### src/rtl/sstep_pkg.sv
package sstep_pkg;
  typedef struct packed {
    logic retire;   // apply retiring flags word
    logic restore;  // load handler return image
    logic trap;     // single-step trap taken on this retire
  } sstepStrobe_t;
endpackage

### src/rtl/sstep_ctrl.sv
module sstep_ctrl
  import sstep_pkg::*;
#(
  parameter int CTL_W   = 8,
  parameter int BTS_BIT = 1
) (
  input  logic             clk,
  input  logic             rst,
  input  logic             retireValid,
  input  logic             retireXfer,
  input  logic             handlerReturn,
  input  logic             handlerActive,
  input  logic [CTL_W-1:0] dbgCtl,
  input  logic             tfAtStart,
  output sstepStrobe_t     strobe,
  output logic             trapReq
);
  logic branchOnly;
  logic stepHit;
  logic trapReqQ;

  assign branchOnly = dbgCtl[BTS_BIT];
  assign stepHit    = tfAtStart && (!branchOnly || retireXfer);

  always_comb begin
    strobe.restore = handlerReturn;
    strobe.retire  = retireValid && !handlerReturn;
    strobe.trap    = strobe.retire && stepHit && !handlerActive;
  end

  always_ff @(posedge clk) begin
    if (rst) trapReqQ <= 1'b0;
    else     trapReqQ <= strobe.trap;
  end

  assign trapReq = trapReqQ;

  AST_REQ_PULSE: assert property (@(posedge clk) disable iff (rst)
    trapReqQ |=> !trapReqQ);

  AST_NO_TRAP_IN_HANDLER: assert property (@(posedge clk) disable iff (rst)
    handlerActive |=> !trapReqQ);

  AST_BRANCH_ONLY: assert property (@(posedge clk) disable iff (rst)
    (retireValid && !retireXfer && dbgCtl[BTS_BIT]) |=> !trapReqQ);
endmodule

### src/rtl/sstep_datapath.sv
module sstep_datapath
  import sstep_pkg::*;
#(
  parameter int FLAG_W = 16,
  parameter int TF_BIT = 8,
  parameter int STAT_W = 16,
  parameter int SS_BIT = 14
) (
  input  logic              clk,
  input  logic              rst,
  input  sstepStrobe_t      strobe,
  input  logic [FLAG_W-1:0] retireFlags,
  input  logic [FLAG_W-1:0] returnFlags,
  input  logic              statWe,
  input  logic [STAT_W-1:0] statWrData,
  output logic              tfAtStart,
  output logic [FLAG_W-1:0] flagsOut,
  output logic [FLAG_W-1:0] savedFlags,
  output logic [STAT_W-1:0] dbgStatus
);
  localparam logic [FLAG_W-1:0] TF_MASK = FLAG_W'(1) << TF_BIT;

  logic [FLAG_W-1:0] flagsQ;
  logic [FLAG_W-1:0] savedQ;
  logic              ssStatQ;

  always_ff @(posedge clk) begin
    if (rst) begin
      flagsQ <= '0;
    end else if (strobe.restore) begin
      flagsQ <= returnFlags;
    end else if (strobe.retire) begin
      flagsQ <= strobe.trap ? (retireFlags & ~TF_MASK) : retireFlags;
    end
  end

  always_ff @(posedge clk) begin
    if (rst)              savedQ <= '0;
    else if (strobe.trap) savedQ <= retireFlags;
  end

  always_ff @(posedge clk) begin
    if (rst)                               ssStatQ <= 1'b0;
    else if (strobe.trap)                  ssStatQ <= 1'b1;
    else if (statWe && !statWrData[SS_BIT]) ssStatQ <= 1'b0;
  end

  assign tfAtStart  = flagsQ[TF_BIT];
  assign flagsOut   = flagsQ;
  assign savedFlags = savedQ;
  assign dbgStatus  = STAT_W'(ssStatQ) << SS_BIT;

  AST_TF_CLEAR_ON_TRAP: assert property (@(posedge clk) disable iff (rst)
    strobe.trap |=> !flagsQ[TF_BIT]);

  AST_STATUS_ON_TRAP: assert property (@(posedge clk) disable iff (rst)
    strobe.trap |=> ssStatQ);

  AST_STATUS_STICKY: assert property (@(posedge clk) disable iff (rst)
    (ssStatQ && !statWe) |=> ssStatQ);

  AST_IMAGE_KEEPS_RESULT: assert property (@(posedge clk) disable iff (rst)
    strobe.trap |=> savedQ == $past(retireFlags));
endmodule

### src/rtl/sstep_trap_ctrl.sv
module sstep_trap_ctrl
  import sstep_pkg::*;
#(
  parameter int FLAG_W  = 16,
  parameter int TF_BIT  = 8,
  parameter int STAT_W  = 16,
  parameter int SS_BIT  = 14,
  parameter int CTL_W   = 8,
  parameter int BTS_BIT = 1
) (
  input  logic              clk,
  input  logic              rst,
  input  logic              retireValid,
  input  logic              retireXfer,
  input  logic [FLAG_W-1:0] retireFlags,
  input  logic              handlerReturn,
  input  logic [FLAG_W-1:0] returnFlags,
  input  logic              handlerActive,
  input  logic [CTL_W-1:0]  dbgCtl,
  input  logic              statWe,
  input  logic [STAT_W-1:0] statWrData,
  output logic              trapReq,
  output logic [FLAG_W-1:0] flagsOut,
  output logic [FLAG_W-1:0] savedFlags,
  output logic [STAT_W-1:0] dbgStatus
);
  sstepStrobe_t strobe;
  logic         tfAtStart;

  sstep_ctrl #(.CTL_W(CTL_W), .BTS_BIT(BTS_BIT)) uCtrl (
    .clk(clk), .rst(rst),
    .retireValid(retireValid), .retireXfer(retireXfer),
    .handlerReturn(handlerReturn), .handlerActive(handlerActive),
    .dbgCtl(dbgCtl), .tfAtStart(tfAtStart),
    .strobe(strobe), .trapReq(trapReq)
  );

  sstep_datapath #(.FLAG_W(FLAG_W), .TF_BIT(TF_BIT),
                   .STAT_W(STAT_W), .SS_BIT(SS_BIT)) uData (
    .clk(clk), .rst(rst), .strobe(strobe),
    .retireFlags(retireFlags), .returnFlags(returnFlags),
    .statWe(statWe), .statWrData(statWrData),
    .tfAtStart(tfAtStart), .flagsOut(flagsOut),
    .savedFlags(savedFlags), .dbgStatus(dbgStatus)
  );
endmodule

### config.mk
export PLATFORM = sky130hd
export DESIGN_NAME = sstep_trap_ctrl
export DESIGN_NICKNAME = d
export VERILOG_FILES = /design/src/rtl/sstep_pkg.sv /design/src/rtl/sstep_ctrl.sv /design/src/rtl/sstep_datapath.sv /design/src/rtl/sstep_trap_ctrl.sv
export SDC_FILE = /design/constraint.sdc
export NUM_CORES = 1
export LEC_CHECK = 0
export ABC_AREA = 1
export BUFFER_PORTS_ARGS = -buffer_cell sky130_fd_sc_hd__buf_2
export CORE_UTILIZATION = 42
export DETAILED_ROUTE_END_ITERATION = 10
export GPL_TIMING_DRIVEN = 0
export HOLD_SLACK_MARGIN = 0.15
export PLACE_DENSITY = 0.8
export SLEW_MARGIN = 15
export SYNTH_ARGS = -nofsm -noshare
export SYNTH_HDL_FRONTEND = slang
export SYNTH_SLANG_ARGS = --single-unit
export TNS_END_PERCENT = 100
### constraint.sdc
create_clock -name clk -period 1.17 [get_ports clk]
set_input_delay 0.351 -clock clk [delete_from_list [all_inputs] [get_ports clk]]
set_output_delay 0.351 -clock clk [all_outputs]
set_load 0.05 [all_outputs]
==> results of run 1 <==
==> Yosys cell counts (all sizes together) <==
master / n / area [sq um]
dfxtp: 34 / 681
o21ai: 1 / 5.00
conb: 1 / 3.75
a21oi: 3 / 18.8
nand3: 15 / 75.1
buf: 27 / 195
clkbuf: 3 / 11.3
nand4: 16 / 100
inv: 41 / 156
nand2: 99 / 382
nor2: 22 / 97.6
==> timing repair <==
| action | 4_1_cts | 5_1_grt |
|---|---|---|
| endpoints found under the setup margin | 42 | 42 |
| endpoints found under the hold margin | 0 | 0 |
| resized for setup | 65 | 37 |
| pin swaps | 1 | 2 |
| setup buffers | 1 | 6 |
==> routing by layer <==
layer  up-vias  GRT usage (%)  part of all wire (%)  wire, um
li1        954              -                     -         -
met1       761           26.5                    44      1980
met2        70           34.7                    47      2130
met3        11           3.97                   5.8       261
met4         0           11.2                   2.9       129
met5         -              0                     0         0
==> cells by family (layout without fill, tap and decap cells) <==
family | Yosys count | after routing
simple gates | 152 | 152
buf+inv | 71 | 157
flops | 34 | 34
compound gates | 4 | 4
other cells | 1 | 15
==> area by class of cell <==
type / count / area [sq um] / share of cell area [%]
plain buffers: 28 / 195 / 7.48
clock buffers: 7 / 86.3 / 3.31
clock inverters: 1 / 5.00 / 0.192
inverters: 41 / 156 / 5.99
multi-input cells: 171 / 737 / 28.2
flip-flops and latches: 34 / 719 / 27.6
well taps: 48 / 60.1 / 2.30
repair buffers: 80 / 651 / 24.9
==> stage by stage <==
step / cell area, sq um / utilization, % / TNS [ps]
6_report: 2610 / 68.7 / 0
5_1_grt: 2610 / 68.7 / -20.4
4_1_cts: 2480 / 65.3 / 0
3_5_place_dp: 2200 / 58.0 / -2230
3_3_place_gp: 2200 / 58.0 / -1940
2_1_floorplan: 1780 / - / 0
==> worst paths after layout <==
check | end | slack (ps)
hold / removal | uData.savedFlags[11] | 310
hold reg to reg | uData.savedFlags[10] | 530
setup reg to reg | uData.savedFlags[14] | 70
setup / recovery | flagsOut[8] | 20
==> sequential cells by signal, indices dropped and copies added, names as in the netlist <==
name and flops:
uCtrl.trapReq 1, uData.savedFlags 16, uData.flagsOut 16, uData.ssStatQ 1
==> report_power, final <==
part,internal [uW],switching [uW],leakage (uW)
registers,1210,31.5,0.000290
clock network,475,422,0.0000482
logic,239,442,0.00113
==> tightest hold or removal path, cell delays in order <==
cell     delay, ps
buf_2           90
nand4_1         80
nand2_1         60
==> results.yml, run 1 <==
status:
  outcome: "finished clean"
critical_path:
  arrival_ps: 800
  critical-path-top-delay-family: "flip-flops"
  crit_slowest_cell: "dfxtp_4"
  crit_path_max_incr_delay_ps: 370
  worstPathMaxFanout: 3
  criticalPathCategory: "register to output pin"
  path_cells: "buf_8"
  crit_path_start: "uData.flagsOut[8]"
  r2r-start: "uData.flagsOut[8]"
  startpoint_type: "register"
  critical_path_buf_inv_count: 1
  endpoint_kind: "output pin"
  crit_required_ps: 820
  ff2ff_path_depth: 6
  crit_cells: 1
global_route:
  grt_use_total_pct: 21.3
  grt_max_degree: 11
  grt_pass1_vias: 1632
  grt_first_pass_wirelength_um: 7110
  antenna_found_initial: 0
  grt_overflow: 0
route:
  drt_iter0_markers: 71
  wirelength_um: 4500
  vias: 1796
  firstDrtPassIters: 4
  ant_nets: 0
  viasPerCell: 4.38
  detail_route.wl_per_cell_um: 11.0
  drc: 0
synth:
  yosysSeqAreaShare_pct: 39.4
  syn_inst: 262
  synth_cell_type_count: 20
  synth_adder_area_share_pct: 0
  avgSynthCellArea_sq_um: 6.59
  synth_top_family_by_area: "simple AND/OR/NAND/NOR gates"
  synthXorXnorAreaFrac_pct: 0
  synth_compound_area_share_pct: 1.38
  ys_warn_count: 0
  yosys-mux-area-fraction_pct: 0
  synth_seq_cells: 34
  synthSimpleGateAreaFrac_pct: 37.9
  synth_area_sq_um: 1730
cts:
  cts.clk_slew.worst_paths_ps: 70
  cts_tree: "built"
  cts.htree.levels: 2
  cts_inserted_buffers: 5
  numClockSinks: 34
  hold_buffers: 0
  cts_root_buf: "clkbuf_8"
  insertion_delay_ps: 290
  clk_path_buf_depth: 2
timing:
  drv_slew: 0
  skew_ps: 0.870
  worst_slack_ps: 20.6
  fmax_ghz: 0.870
  hold_ws_ps: 314
  period_minus_slack_ps: 1150
  fin_crit_sh_pct: 98.2
  finalHoldViolations: 0
  setup_viol: 0
power:
  power_density_nw_per_um2: 1080
  ir_drop_mv: 0.781
  power_uw: 2810
  leakagePower_uw: 0.00146
die:
  rows: 22
  die_x_um: 66.1
  core_sq_um: 3800
  die_y_um: 66.1
  die-area_sq_um: 4370
  ioPinCount: 112
  start_util_pct: 45.4
hold_path:
  holdCritStartpoint: "retireFlags[11]"
  hp-class: "input pin to register"
  hold_path_depth: 3
placement:
  dp_hpwl_um: 3150
  pre_cts_slack_ps: -134
  dp.cells: 397
  globalplace.congestion: 0.869
  port_buffers: 73
cells_and_area:
  n_antenna_cell: 0
  fillers: 346
  fin_cells: 410
  nets: 424
  layout_common_cells: "nand2_1 (96), buf_2 (42), inv_1 (38)"
  final_layout_size_suffix_gt1_share_pct: 41.2
  layout_commonest_cell: "nand2_1"
  syn2layout_area_growth_pct: 51.3
job:
  max_cap_violations: 0
Power figures use the tool's default switching activity.
==> run 2, diff against run 1 <==
clock period = 1.1 ns   (was 1.17 ns; I/O delays follow)
==> results.yml, run 2 (synthesis results as in run 1) <==
power:
  power_density_nw_per_um2: 1110
  power_uw: 3010
  ir_drop_mv: 0.823
  leakagePower_uw: 0.00150
die:
  die_x_um: 66.1
  start_util_pct: 45.4
  die_y_um: 66.1
  ioPinCount: 112
  core_sq_um: 3800
  die-area_sq_um: 4370
  rows: 22
critical_path:
  criticalPathCategory: "register to output pin"
  worstPathMaxFanout: 3
  arrival_ps: 860
  crit_path_max_incr_delay_ps: 330
  startpoint_type: "register"
  path_cells: "buf_6 > buf_8"
  endpoint_kind: "output pin"
  crit_required_ps: 770
  crit_slowest_cell: "dfxtp_2"
placement:
  port_buffers: 73
  dp_hpwl_um: 3150
  globalplace.congestion: 0.869
  pre_cts_slack_ps: -183
hold_path:
  hp-class: "input pin to register"
timing:
  hold_ws_ps: 298
  drv_slew: 0
  finalHoldViolations: 0
  period_minus_slack_ps: 1190
  grt_setup_unrepaired: "yes"
  setup_viol: 25
  fin_crit_sh_pct: 108
  fmax_ghz: 0.838
  skew_ps: 1.11
  worst_slack_ps: -93.1
global_route:
  grt_first_pass_wirelength_um: 7140
  grt_max_degree: 11
  grt_overflow: 0
  grt_use_total_pct: 21.5
  antenna_found_initial: 0
  grt_pass1_vias: 1654
route:
  viasPerCell: 4.43
  wirelength_um: 4520
  drt_iter0_markers: 65
  vias: 1821
  drc: 0
  ant_nets: 0
  detail_route.wl_per_cell_um: 11.0
  firstDrtPassIters: 4
cts:
  insertion_delay_ps: 280
  numClockSinks: 34
  cts.clk_slew.worst_paths_ps: 70
  cts_inserted_buffers: 5
  cts.htree.levels: 2
  hold_buffers: 0
  cts_tree: "built"
  cts_root_buf: "clkbuf_8"
  clk_path_buf_depth: 2
status:
  outcome: "finished with violations"
  violations: "negative setup slack"
cells_and_area:
  nets: 425
  layout_common_cells: "nand2_1 (97), buf_2 (42), inv_1 (38)"
  layout_commonest_cell: "nand2_1"
  fillers: 339
  finish.utilization_pct: 71.4
  n_antenna_cell: 0
  final_layout_size_suffix_gt1_share_pct: 42.7
  syn2layout_area_growth_pct: 57.2
job:
  max_cap_violations: 0
==> run 2: path summary, 6_finish.rpt <==
kind | slack [ps] | start | depth (start not counted) | end
worst min register to register | 530 | uData.ssStatQ | 2 | uData.ssStatQ
worst min-delay path | 300 | retireFlags[11] | 3 | uData.savedFlags[11]
worst max register to register | 40 | uData.flagsOut[8] | 6 | uData.savedFlags[3]
worst max-delay path | -90 | uData.flagsOut[8] | 2 | flagsOut[8]
==> run 2: worst max-delay path: cells and delay by family, from the launching register on <==
family	cells	cell delay, ps
DFF	1	330
buffers and inverters	2	250
==> run 2: metal layers <==
metal / routed length [um] / global-route usage [%] / part of all wire (%)
met2: 2220 / 34.9 / 49
met4: 104 / 12.2 / 2.3
met1: 1940 / 26.0 / 43
met5: 0 / 0 / 0
met3: 251 / 4.48 / 5.6
==> run 2: report_power, final <==
| part | total [uW] | switching (uW) | leakage, uW | internal, uW |
|---|---|---|---|---|
| clock network | 940 | 436 | 0.0000482 | 504 |
| logic | 749 | 469 | 0.00116 | 280 |
| registers | 1320 | 38.6 | 0.000292 | 1290 |
==> run 2: layout make-up <==
cell class	count	area (sq um)	share of cell area (%)
sequential	34	723	26.7
buffer	29	208	7.66
inverter	41	156	5.77
tap	48	60.1	2.21
clock buffer	7	86.3	3.18
timing repair buffer	80	739	27.3
clock inverter	1	5.00	0.185
multi-input combinational	171	734	27.1
==> run 2: repair_timing <==
| action | CTS | global route |
|---|---|---|
| setup buffers | 2 | 5 |
| resized for setup | 119 | 16 |
| pin swaps | 1 | 2 |
| endpoints found under the setup margin | 46 | 44 |
==> run 2: metrics by stage <==
stage	instances	instance area [sq um]	setup TNS, ps
global route	411	2710	-1320
finish	411	2710	-217
detailed placement	397	2200	-3820
floorplan	276	1780	0
global placement	397	2200	-3480
CTS	406	2620	-423
==> run 3, diff against run 2 <==
==> constraint.sdc (replaced) <==
create_clock -name clk -period 1.1 [get_ports clk]
set_input_delay 0.11 -clock clk [delete_from_list [all_inputs] [get_ports clk]]
set_output_delay 0.11 -clock clk [all_outputs]
set_load 0.05 [all_outputs]
==> results.yml, run 3 (synthesis results as in run 1) <==
cts:
  cts.clk_slew.worst_paths_ps: 70
  cts_tree: "built"
  numClockSinks: 34
  insertion_delay_ps: 290
  cts_root_buf: "clkbuf_8"
  cts.htree.levels: 2
  clk_path_buf_depth: 2
  cts_inserted_buffers: 5
critical_path:
  crit_required_ps: 1280
  r2r-start: "uData.flagsOut[8]"
  critical-path-top-delay-family: "simple AND/OR/NAND/NOR gates"
  path_cells: "nand2_4 > nor2_4 > nand2_4 > buf_4 > nand2_1 > nand2_1"
  reg2reg_slack_ps: 10
  arrival_ps: 1270
  worstPathMaxFanout: 5
  crit_path_max_incr_delay_ps: 370
  endpoint_kind: "register"
  r2r_end: "uData.savedFlags[10]"
  startpoint_type: "register"
  ff2ff_path_depth: 6
  criticalPathCategory: "register to register"
  crit_slowest_cell: "dfxtp_4"
  critical_path_buf_inv_count: 1
timing:
  grt_setup_unrepaired: "yes"
  period_minus_slack_ps: 1090
  drv_slew: 0
  finalHoldViolations: 0
  fin_crit_sh_pct: 98.9
  setup_viol: 0
  fmax_ghz: 0.919
  skew_ps: 2.25
route:
  firstDrtPassIters: 6
  ant_nets: 0
  viasPerCell: 4.47
  vias: 1967
  drt_iter0_markers: 91
  detail_route.wl_per_cell_um: 11.4
  drc: 0
  wirelength_um: 5040
status:
  outcome: "finished clean"
global_route:
  gr-max-usage-layer: "met2"
  grt_overflow: 0
  met3_usage_pct: 4.14
  grt_first_pass_wirelength_um: 7970
  antenna_found_initial: 0
  grt_pass1_vias: 1830
  grt_max_degree: 11
  grt_use_total_pct: 24.2
  grt_use_met2_pct: 41.7
  grt_util_met1_pct: 27.2
die:
  core_sq_um: 3800
  rows: 22
  die-area_sq_um: 4370
  start_util_pct: 45.4
  die_x_um: 66.1
  ioPinCount: 112
  die_y_um: 66.1
placement:
  dp.cells: 397
  dp_hpwl_um: 3150
  port_buffers: 73
  globalplace.congestion: 0.869
power:
  power_uw: 3010
  ir_drop_mv: 0.749
  power_density_nw_per_um2: 1130
  leakagePower_uw: 0.00155
cells_and_area:
  layout_commonest_cell: "nand2_1"
  nets: 454
  syn2layout_area_growth_pct: 54.7
  fin_cells: 440
  final_layout_size_suffix_gt1_share_pct: 31.1
  n_antenna_cell: 0
  layout_common_cells: "nand2_1 (94), buf_2 (75), inv_1 (38)"
job:
  max_cap_violations: 0
hold_path:
  hold_end: "uData.ssStatQ"
  hold_path_depth: 3
  hp-class: "input pin to register"
  holdCritStartpoint: "statWrData[14]"
[run 3: through the flow]
stage	worst slack [ps]	utilization [%]	hold WS [ps]	TNS (ps)	area (sq um)
3_3_place_gp	-85.6	58.0	364	-701	2200
5_1_grt	-36.4	70.3	177	-281	2670
4_1_cts	23.6	68.9	160	0	2620
6_report	12.2	70.3	158	0	2670
3_5_place_dp	-88.6	58.0	366	-697	2200
2_1_floorplan	34.9	-	258	0	1780
[run 3: worst max path at each step]
stage,slack [ps],depth (start not counted),startpoint,end
3_5_place_dp,-90,6,uData.flagsOut[8],uData.savedFlags[14]
6_report,10,6,uData.flagsOut[8],uData.savedFlags[10]
4_1_cts,20,6,uData.flagsOut[8],uData.savedFlags[14]
3_3_place_gp,-90,6,uData.flagsOut[8],uData.savedFlags[13]
5_1_grt,-40,6,uData.flagsOut[8],uData.savedFlags[11]
2_1_floorplan,30,6,uData.flagsOut[8],uData.savedFlags[10]
[run 3: what timing repair did]
action | in CTS | in global routing
gates cloned | 0 | 1
gates resized for setup | 2 | 7
pin swaps | 1 | 2
hold buffers | 31 | 0
buffers inserted | 1 | 2
setup endpoints to repair | 13 | 10
endpoints found under the hold margin | 31 | 0
[run 3: power breakdown]
group | internal [uW] | switching [uW]
Combinational | 270 | 491
Clock | 505 | 444
Sequential | 1280 | 23.7
[run 3: per-layer routing]
metal  part of all wire (%)  vias up
li1                       -     1013
met1                     41      829
met2                     48       98
met3                    5.9       27
met4                    5.2        0
met5                      0        -
[run 3: cell type report]
type / instances / area (sq um)
fill: 333 / 1130
multi-input combinational: 171 / 747
timing repair buffer: 108 / 721
sequential: 34 / 684
buffer: 30 / 210
inverter: 41 / 156
clock buffer: 7 / 86.3
tap: 48 / 60.1
clock inverter: 1 / 5.00
[run 3: worst min-delay path, cell delays in order]
cell,delay (ps)
buf_2,70
o21ai_0,100
a21oi_2,130
